--- src/rtl/vb_pkg.sv ---
package vb_pkg;
  localparam int VB_ENTRIES = 4;
  localparam int VB_ADDR_W  = 16;
  localparam int VB_LINE_W  = 64;

  // where the inserted line is written
  typedef enum logic [1:0] {
    SRC_NONE  = 2'd0,
    SRC_ALLOC = 2'd1,
    SRC_HIT   = 2'd2,
    SRC_DUP   = 2'd3
  } wr_src_e;
endpackage

--- src/rtl/vb_enc.sv ---
// Lowest-set-bit encoder (exact for one-hot inputs)
module vb_enc #(
  parameter int N = 4,
  parameter int W = 2
) (
  input  logic [N-1:0] vec,
  output logic [W-1:0] idx,
  output logic         any
);
  always_comb begin
    idx = '0;
    for (int i = N - 1; i >= 0; i--) begin
      if (vec[i]) idx = W'(i);
    end
    any = |vec;
  end
endmodule

--- src/rtl/vb_entry.sv ---
module vb_entry #(
  parameter int ADDR_W = 16,
  parameter int LINE_W = 64
) (
  input  logic              clk,
  input  logic              rst_n,
  input  logic              wr_en,
  input  logic              clr_en,
  input  logic [ADDR_W-1:0] wr_tag,
  input  logic [LINE_W-1:0] wr_line,
  input  logic [ADDR_W-1:0] lk_tag,
  input  logic [ADDR_W-1:0] ins_tag,
  output logic              valid_o,
  output logic [LINE_W-1:0] line_o,
  output logic              lk_match_o,
  output logic              ins_match_o
);
  logic              valid_q, valid_d;
  logic [ADDR_W-1:0] tag_q;
  logic [LINE_W-1:0] line_q;

  always_comb begin
    valid_d = valid_q;
    if (wr_en)       valid_d = 1'b1;
    else if (clr_en) valid_d = 1'b0;
  end

  always_ff @(posedge clk or negedge rst_n) begin
    if (!rst_n) valid_q <= 1'b0;
    else        valid_q <= valid_d;
  end

  always_ff @(posedge clk) begin
    if (wr_en) begin
      tag_q  <= wr_tag;
      line_q <= wr_line;
    end
  end

  assign valid_o     = valid_q;
  assign line_o      = line_q;
  assign lk_match_o  = valid_q && (tag_q == lk_tag);
  assign ins_match_o = valid_q && (tag_q == ins_tag);

  // a cleared slot is empty next cycle
  assert_clear_empties_R8: assert property (@(posedge clk) disable iff (!rst_n)
    (clr_en && !wr_en) |=> !valid_o);
  // a written slot holds the written tag next cycle
  assert_write_holds_R4: assert property (@(posedge clk) disable iff (!rst_n)
    wr_en |=> (valid_o && tag_q == $past(wr_tag)));
endmodule

--- src/rtl/vb_age.sv ---
// Write-order tracker: rank 0 is newest, ENTRIES-1 oldest
module vb_age #(
  parameter int ENTRIES = 4,
  localparam int IDX_W = $clog2(ENTRIES)
) (
  input  logic             clk,
  input  logic             rst_n,
  input  logic             wr_en,
  input  logic [IDX_W-1:0] wr_idx,
  output logic [IDX_W-1:0] oldest_idx
);
  localparam logic [IDX_W-1:0] OLDEST = IDX_W'(ENTRIES - 1);

  logic [IDX_W-1:0] age_q [ENTRIES];
  logic [IDX_W-1:0] age_d [ENTRIES];

  always_comb begin
    for (int i = 0; i < ENTRIES; i++) begin
      age_d[i] = age_q[i];
      if (wr_en) begin
        if (IDX_W'(i) == wr_idx)         age_d[i] = '0;
        else if (age_q[i] < age_q[wr_idx]) age_d[i] = age_q[i] + 1'b1;
      end
    end
  end

  always_ff @(posedge clk or negedge rst_n) begin
    if (!rst_n) begin
      for (int i = 0; i < ENTRIES; i++) age_q[i] <= IDX_W'(i);
    end else begin
      for (int i = 0; i < ENTRIES; i++) age_q[i] <= age_d[i];
    end
  end

  always_comb begin
    oldest_idx = '0;
    for (int i = 0; i < ENTRIES; i++) begin
      if (age_q[i] == OLDEST) oldest_idx = IDX_W'(i);
    end
  end

  // the slot just written becomes the newest
  assert_written_newest_R6: assert property (@(posedge clk) disable iff (!rst_n)
    wr_en |=> (age_q[$past(wr_idx)] == '0));
endmodule

--- src/rtl/victim_buf.sv ---
module victim_buf
  import vb_pkg::*;
#(
  parameter int ENTRIES = VB_ENTRIES,
  parameter int ADDR_W  = VB_ADDR_W,
  parameter int LINE_W  = VB_LINE_W
) (
  input  logic              clk,
  input  logic              rst_n,
  input  logic              lk_valid,
  input  logic [ADDR_W-1:0] lk_addr,
  output logic              lk_hit,
  output logic [LINE_W-1:0] lk_data,
  input  logic              ins_valid,
  input  logic [ADDR_W-1:0] ins_addr,
  input  logic [LINE_W-1:0] ins_data
);
  localparam int IDX_W = $clog2(ENTRIES);

  logic [ENTRIES-1:0] valid_v, lk_m, ins_m, wr_v, clr_v;
  logic [LINE_W-1:0]  line_a [ENTRIES];

  logic [IDX_W-1:0] hit_idx, dup_idx, free_idx, oldest_idx, alloc_idx, wr_idx;
  logic             lk_any, ins_any, free_any;
  logic             stored_hit, bypass, ins_store, wr_en, clr_en;
  wr_src_e          src;

  for (genvar g = 0; g < ENTRIES; g++) begin : g_ent
    vb_entry #(.ADDR_W(ADDR_W), .LINE_W(LINE_W)) u_ent (
      .clk        (clk),
      .rst_n      (rst_n),
      .wr_en      (wr_v[g]),
      .clr_en     (clr_v[g]),
      .wr_tag     (ins_addr),
      .wr_line    (ins_data),
      .lk_tag     (lk_addr),
      .ins_tag    (ins_addr),
      .valid_o    (valid_v[g]),
      .line_o     (line_a[g]),
      .lk_match_o (lk_m[g]),
      .ins_match_o(ins_m[g])
    );
    assign wr_v[g]  = wr_en  && (wr_idx  == IDX_W'(g));
    assign clr_v[g] = clr_en && (hit_idx == IDX_W'(g));
  end

  vb_enc #(.N(ENTRIES), .W(IDX_W)) u_hit_enc  (.vec(lk_m),     .idx(hit_idx),  .any(lk_any));
  vb_enc #(.N(ENTRIES), .W(IDX_W)) u_dup_enc  (.vec(ins_m),    .idx(dup_idx),  .any(ins_any));
  vb_enc #(.N(ENTRIES), .W(IDX_W)) u_free_enc (.vec(~valid_v), .idx(free_idx), .any(free_any));

  vb_age #(.ENTRIES(ENTRIES)) u_age (
    .clk       (clk),
    .rst_n     (rst_n),
    .wr_en     (wr_en),
    .wr_idx    (wr_idx),
    .oldest_idx(oldest_idx)
  );

  always_comb begin
    stored_hit = lk_valid && lk_any;
    bypass     = lk_valid && ins_valid && (ins_addr == lk_addr);
    ins_store  = ins_valid && !bypass;
    alloc_idx  = free_any ? free_idx : oldest_idx;

    if (!ins_store)     src = SRC_NONE;
    else if (ins_any)   src = SRC_DUP;
    else if (stored_hit) src = SRC_HIT;
    else                src = SRC_ALLOC;

    unique case (src)
      SRC_DUP:   wr_idx = dup_idx;
      SRC_HIT:   wr_idx = hit_idx;
      SRC_ALLOC: wr_idx = alloc_idx;
      default:   wr_idx = '0;
    endcase
    wr_en  = (src != SRC_NONE);
    clr_en = stored_hit && !(wr_en && wr_idx == hit_idx);

    lk_hit  = bypass || stored_hit;
    lk_data = '0;
    if (bypass)          lk_data = ins_data;
    else if (stored_hit) lk_data = line_a[hit_idx];
  end

  // an address is never held twice
  assert_single_copy_R10: assert property (@(posedge clk) disable iff (!rst_n)
    $onehot0(lk_m));
  // a hit with nothing inserted removes exactly one line
  assert_hit_removes_R8: assert property (@(posedge clk) disable iff (!rst_n)
    (stored_hit && !ins_store) |=> ($countones(valid_v) + 1 == $past($countones(valid_v))));
  // a swap keeps the number of held lines
  assert_swap_keeps_count_R7: assert property (@(posedge clk) disable iff (!rst_n)
    (stored_hit && ins_store && !ins_any) |=> $stable($countones(valid_v)));
  // a new line into a non-full buffer adds one line
  assert_fill_grows_R5: assert property (@(posedge clk) disable iff (!rst_n)
    (ins_store && !stored_hit && !ins_any && !(&valid_v))
      |=> ($countones(valid_v) == $past($countones(valid_v)) + 1));
  // a bypassed line is not retained
  assert_bypass_no_store_R9: assert property (@(posedge clk) disable iff (!rst_n)
    (bypass && !lk_any) |=> $stable($countones(valid_v)));
  // no removal without a lookup
  assert_idle_no_loss_R3: assert property (@(posedge clk) disable iff (!rst_n)
    (!lk_valid && !ins_valid) |=> $stable(valid_v));
endmodule

--- config.mk ---
export PLATFORM = sky130hd
export DESIGN_NAME = victim_buf
export DESIGN_NICKNAME = d
export VERILOG_FILES = /design/src/rtl/vb_pkg.sv /design/src/rtl/vb_enc.sv /design/src/rtl/vb_entry.sv /design/src/rtl/vb_age.sv /design/src/rtl/victim_buf.sv
export SDC_FILE = /design/constraint.sdc
export NUM_CORES = 1
export LEC_CHECK = 0
export CAP_MARGIN = 20
export CELL_PAD_IN_SITES_DETAIL_PLACEMENT = 1
export CELL_PAD_IN_SITES_GLOBAL_PLACEMENT = 1
export CORE_ASPECT_RATIO = 0.5
export CORE_MARGIN = 1
export CORE_UTILIZATION = 45
export DETAILED_ROUTE_END_ITERATION = 8
export DONT_BUFFER_PORTS = 1
export PLACE_DENSITY = 0.74
export SYNTH_ARGS = -nofsm -noshare
export SYNTH_HDL_FRONTEND = slang
export SYNTH_SLANG_ARGS = --single-unit
--- constraint.sdc ---
create_clock -name clk -period 7.6 [get_ports clk]
set_clock_uncertainty 0.15 [all_clocks]
set_input_delay 0.38 -clock clk [delete_from_list [all_inputs] [get_ports clk]]
set_output_delay 0.38 -clock clk [all_outputs]
set_load 0.02 [all_outputs]
# After elaboration in Yosys (flattened, before gate mapping)
# Cells that the tools add are included.
dict set report classes {
  n_addsub 4
  n_lt_le_gt_ge 6
  n_eq_ne 25
  muxes 44
  n_bitwise 3
  n_reduce_logical 43
}
# op n
set ops {}
lappend ops {{$mux 64} 4}
lappend ops {{$eq 16x16->1} 9}
lappend ops {{$bmux 64 s2} 1}
lappend ops {{$mux 2} 28}
lappend ops {{$logic_and 1x1->1} 22}
lappend ops {{$eq 2x2->1 const B} 9}
lappend ops {{$reduce_bool 2->1} 9}
lappend ops {{$reduce_or 4->1} 3}
lappend ops {{$mux 1} 9}
lappend ops {{$add 2x1->2 const B} 4}
lappend ops {{$lt 2x2->1} 4}
lappend ops {{$reduce_and 2->1} 4}
lappend ops {{$eq 2x1->1 const B} 3}
lappend ops {{$ge 3x3->1 const B} 2}
lappend ops {{$not 2->3} 2}
lappend ops {{$pmux 2 s3} 1}
lappend ops {{$bmux 2 s2} 1}
lappend ops {{$eq 2x2->1 const A} 2}
lappend ops {{$logic_not 2->1} 2}
lappend ops {{$not 4->4} 1}
lappend ops {{$eq 1x2->1 const A} 1}
lappend ops {{$eq 2x2->1} 1}
lappend ops {{$logic_not 1->1} 2}
lappend ops {{$logic_or 1x1->1} 1}
dict set report word_totals {
  register_bits 332
  word_cells 141
}

# Longest topological paths before layout
dict set report logic_depth {
  word_depth 16
  depth_mapped 13
  ltp_nobuf 11
}

# Hierarchy
# A second synthesis with hierarchy kept.
dict set report unflattened {
  hier_cells 958
  area_unflattened_um2 15210.8
}
# mod n_inst cells_per_inst area_per_inst_um2
set modules_own_cells {}
lappend modules_own_cells {vb_entry 4 127 2801.4}
lappend modules_own_cells {victim_buf 1 347 3110.5}
lappend modules_own_cells {vb_age 1 82 789.5}
lappend modules_own_cells {vb_enc 3 7 35.0}

# Least setup slack after synthesis
# Ideal clock, no wire load.
dict set report synth_timing {
  path_type {input -> register}
  from {in lk_addr[7]}
  to {reg u_age.age_q[1] in the netlist's numbering}
  setup_ns 0.242
  arrival_time_ns 5.939
  setup_slack_ns 1.270
  path_stages 9
  path_buffers 1
  path_cell_list {clkbuf_1 xnor2_1 nand4_1 nor4_2 a2111oi_0 a2111oi_1 a21oi_1 nor2_1 o311ai_1}
}
dict set report synth_between {
  elab_chain_len 16
  word_cells_on_any_way 35
}
# element line
set synth_lines {}
lappend synth_lines {{start, declared} victim_buf.sv:11} ;# input logic [ADDR_W-1:0] lk_addr,
lappend synth_lines {{$eq 16x16->1} vb_entry.sv:42} ;# assign lk_match_o = valid_q && (tag_q == lk_tag);
lappend synth_lines {{$logic_and 1x1->1} vb_entry.sv:42}
lappend synth_lines {{$reduce_or 4->1} vb_enc.sv:15} ;# any = |vec;
lappend synth_lines {{$logic_and 1x1->1} victim_buf.sv:60} ;# stored_hit = lk_valid && lk_any;
lappend synth_lines {{$mux 2} victim_buf.sv:67} ;# else if (stored_hit) src = SRC_HIT;
lappend synth_lines {{$mux 2} victim_buf.sv:66} ;# else if (ins_any) src = SRC_DUP;
lappend synth_lines {{$mux 2} victim_buf.sv:65} ;# if (!ins_store) src = SRC_NONE;
lappend synth_lines {{$eq 2x1->1 or $eq 2x2->1 (tied branches)} victim_buf.sv:70} ;# unique case (src)
lappend synth_lines {{$pmux 2 s3} victim_buf.sv:70}
lappend synth_lines {{$not 2->3 (not written as such)} vb_age.sv:22} ;# else if (age_q[i] < age_q[wr_idx]) age_d[i] = age_q[i] + 1'b1;
lappend synth_lines {{$bmux 2 s2} vb_age.sv:22}
lappend synth_lines {{$mux 2 (not written as such) (2 in series)} vb_age.sv:22}
lappend synth_lines {{$lt 2x2->1} vb_age.sv:22}
lappend synth_lines {{$reduce_bool 2->1 (no source line)} n/a}
lappend synth_lines {{$reduce_and 2->1 (no source line)} n/a}
lappend synth_lines {{end, declared} vb_age.sv:14} ;# logic [IDX_W-1:0] age_q [ENTRIES];
# Parallel ways exist; a longest one is shown, timed or not. The select of a mux whose other input is x is not followed.
# A chain may end at the register's enable or synchronous reset.

# Worst setup path after layout
dict set report layout_timing {
  from {reg g_ent[3].u_ent.tag_q[6]}
  to {out lk_data[34]}
}
dict set report layout_between {
  elab_chain_len 12
  word_cells_on_any_way 14
}
# element line
set layout_lines {}
lappend layout_lines {{start, declared} vb_entry.sv:19} ;# logic [ADDR_W-1:0] tag_q;
lappend layout_lines {{start signal, assigned} vb_entry.sv:35} ;# tag_q <= wr_tag;
lappend layout_lines {{$eq 16x16->1 (*)} vb_entry.sv:42}
lappend layout_lines {{$logic_and 1x1->1 (*)} vb_entry.sv:42}
lappend layout_lines {{$mux 2 (4 in series)} vb_enc.sv:13} ;# if (vec[i]) idx = W'(i);
lappend layout_lines {{$not 2->3 (not written as such)} victim_buf.sv:82} ;# else if (stored_hit) lk_data = line_a[hit_idx];
lappend layout_lines {{$bmux 64 s2} victim_buf.sv:82}
lappend layout_lines {{$mux 64 (not written as such) (2 in series)} victim_buf.sv:82}
lappend layout_lines {{$mux 64 (*)} victim_buf.sv:82}
lappend layout_lines {{$mux 64 (*)} victim_buf.sv:81} ;# if (bypass) lk_data = ins_data;
lappend layout_lines {{end, declared} victim_buf.sv:13} ;# output logic [LINE_W-1:0] lk_data,
# Mark *: on every way between the ends. The rest lies on a longest branch, timed or not. The select of a mux whose other input is x is not followed.

==> run_results.csv <==
group,metric,value,unit
placed_design,gp_congestion,0.887,
worst_setup_path,start_kind,"flip-flop",
logic_synthesis,synth-async-reset-ratio,0.0361,
route,first_iter_violations,634,
global_routing,grt_pass1_vias,10300,
sta,worst_pin_slew,1.01,ns
worst_setup_path,critPathArrivalTime,4.57,ns
global_routing,grt_pass1_wl,61.9,mm
logic_synthesis,ys_warn_count,0,
worst_setup_path,crit_path_cell_trace,"xor2_1 > or4_4 > nor4_4 > o2111ai_1 > a21oi_4 > buf_4 > buf_4 > mux2i_1 > nand3_1 > nand2_1",
clock_network,clk_path_buf_depth,3,
cells_and_area,final_util,0.529,
floorplan,die_y,133,µm
placed_design,dp_hpwl,23.7,mm
global_routing,grt_use_total,0.229,
cells_and_area,fillCellCount,3285,
worst_setup_path,crit_slowest_cell,"buf_4",
clock_network,htree_levels,1,
clock_network,clkSinkCount,332,
logic_synthesis,ys_seq_elements,332,
route,drc_errors,0,
sta,setup_viol_count_final,0,
cells_and_area,drive_above_1_share,0.0636,
global_routing,grt_max_degree,129,
worst_setup_path,required,7.07,ns
cells_and_area,nets,1289,
logic_synthesis,avgSynthCellArea,13.6,µm²
worst_setup_path,cp-end-kind,"primary output",
power,peakVddDrop,0.207,mV
flow_run,cap_violations,0,
status,status,"completed",
floorplan,rows,47,
hold_path,hp-class,"in2reg",
worst_setup_path,crit_type,"reg2out",
cells_and_area,syn_to_final_growth,14.3,%
floorplan,num_io_pins,165,
cells_and_area,n_antenna_cell,0,
sta,slew_headroom,0.324,
route,dr.pass1.iters,4,
power,power_leakage,6.80,nW
sta,final.setup.tns,0,ns
sta,min_period,5.10,ns
logic_synthesis,syn-num-nets,1240,
clock_network,cts_inserted_buffers,30,
sta,rsz0062_at_grt,"false",
sta,whs,0.0314,ns
clock_network,cts_resized,0,
route,avgRoutedWirePerCell,24.3,µm
worst_setup_path,cpMostUsedCell,"buf_4",
worst_setup_path,slowest_delay,0.69,ns
sta,fmax,0.196,GHz
logic_synthesis,ys_types,63,
sta,slew_violations,0,
logic_synthesis,synth_area,0.0155,mm²
clock_network,clkLatencyLatePin,0.57,ns
logic_synthesis,syn_inst,1137,
global_routing,gr-total-overflow,0,
route,wl,40.1,mm
logic_synthesis,synth-seq-area-share,0.640,
route,viasPerCell,5.73,
floorplan,core-area,0.0335,mm²
global_routing,antenna_found_initial,0,
route,ant_nets,0,
logic_synthesis,ys.flop_type,"edfxtp_1",
floorplan,dieWidth,264,µm
placed_design,io_buffers,0,
floorplan,start_util,0.463,
clock_network,clkTransAtPathRegs,0.07,ns
logic_synthesis,synth_edf_count,320,
clock_network,cts_root_buf,"clkbuf_16",
worst_setup_path,worstPathMaxFanout,38,
sta,timing.final.crit_share,0.671,
sta,finalHoldViolations,0,
clock_network,cts_tree,"done",
route,vias,9456,
power,p_per_area,347,mW/mm²
floorplan,dieArea,0.0352,mm²
==> per-layer routing <==
layer / track usage / wire [µm] / vias to the layer above
li1: - / - / 4302
met1: 0.303 / 17500 / 4876
met2: 0.399 / 20000 / 210
met3: 0.0329 / 1550 / 68
met4: 0.0568 / 1000 / 0
met5: 0 / 0 / -
==> cell usage after synthesis, types with 3 or more instances <==
cell type / instances / area [µm²]
o211ai_1: 3 / 22.5
o21ai_0: 3 / 15.0
a21o_1: 4 / 30.0
and2_1: 4 / 25.0
nor2_1: 12 / 45.0
mux2i_1: 195 / 1950
dfrtp_1: 8 / 200
ha_1: 3 / 37.5
a211oi_1: 6 / 45.0
a211o_1: 3 / 26.3
buf_2: 33 / 165
nor4_1: 18 / 113
xnor2_1: 64 / 561
nand2_1: 146 / 548
or3_1: 5 / 31.3
nor3_1: 14 / 70.1
nand4_1: 16 / 100
inv_1: 14 / 52.6
clkbuf_1: 26 / 97.6
nor2b_1: 3 / 18.8
edfxtp_1: 320 / 9610
a21oi_1: 7 / 35.0
nand2b_1: 4 / 25.0
buf_1: 18 / 67.6
nand3_1: 77 / 385
xor2_1: 80 / 701
dfstp_2: 4 / 105
==> report_power, final <==
| group | internal, W | switching [W] |
|---|---|---|
| registers | 0.00283 | 0.000247 |
| logic | 0.000473 | 0.00102 |
| clock network | 0.000877 | 0.000699 |
==> critical path, delay by kind of cell (launching register included) <==
kind,cells,cell delay [ns]
xor gates and xnor gates,1,0.22
buffers and inverters,2,1.21
and+or+nand+nor,4,1.34
muxes,1,0.28
DFF,1,0.43
AOI/OAI and AO/OA,2,0.42
==> placed cells by master (no fill, tap or decap), types with 11 or more instances in the layout <==
| cell | count |
|---|---|
| nand2_1 | 146 |
| clkbuf_16 | 30 |
| xor2_1 | 80 |
| xnor2_1 | 64 |
| buf_4 | 12 |
| nor3_1 | 13 |
| dlygate4sd3_1 | 81 |
| nor4_1 | 18 |
| mux2i_1 | 195 |
| edfxtp_1 | 320 |
| nor2_1 | 11 |
| inv_1 | 12 |
| nand3_1 | 77 |
| nand4_1 | 16 |
==> state kept, by name, indices dropped and copies added, names as in the netlist <==
name,cells
g_ent.u_ent.line_o,256
u_age.age_q,8
g_ent.u_ent.tag_q,64
g_ent.u_ent.valid_o,4
==> through the flow <==
step	setup WS, ns	power (W)	cell area [µm²]	cells
floorplan	1.27	0.00407	15500	1137
global placement	2.92	0.00447	15900	1514
finish	2.50	0.00615	17700	1651
global route	2.24	0.00643	17700	1651
CTS	2.45	0.00620	17700	1651
detailed placement	2.73	0.00456	15900	1514
==> cells by family after synthesis <==
| group | synth area share |
|---|---|
| AOI/OAI and AO/OA | 0.0283 |
| xor gates and xnor gates | 0.0814 |
| adders and majority gates | 0.00242 |
| buffers and inverters | 0.0250 |
| DFF | 0.640 |
| muxes | 0.126 |
| and+or+nand+nor | 0.0969 |
==> timing repair <==
action	in CTS	in global routing
hold endpoints to repair	332	0
setup buffers	0	0
hold buffers	81	0
==> final cells by class <==
class                           count  area (µm²)  area share
Clock buffer                       35         779      0.0440
Inverter                           15        60.1     0.00339
Sequential cell                   332        9910       0.560
Timing Repair Buffer               94         921      0.0520
Multi-Input combinational cell    713        5240       0.296
Tap cell                          441         552      0.0312
Clock inverter                     21         241      0.0136
==> worst paths after layout <==
path	start	to	slack [ns]	depth (start not counted)
worst max-delay path	g_ent[3].u_ent.tag_q[6]$_DFFE_PP_	lk_data[34]	2.50	10
worst min-delay path	lk_valid	g_ent[1].u_ent.valid_o$_DFFE_PN0P_	0.03	3
worst max register to register	g_ent[1].u_ent.tag_q[13]$_DFFE_PP_	u_age.age_q[6]$_DFFE_PN0P_	2.64	12
worst min register to register	u_age.age_q[1]$_DFFE_PN1P_	u_age.age_q[1]$_DFFE_PN1P_	0.44	2
max in group asynchronous	rst_n	u_age.age_q[6]$_DFFE_PN0P_	6.77	1
min in group asynchronous	rst_n	g_ent[1].u_ent.valid_o$_DFFE_PN0P_	0.12	1
Note: power is estimated with default switching activity, not from simulation.
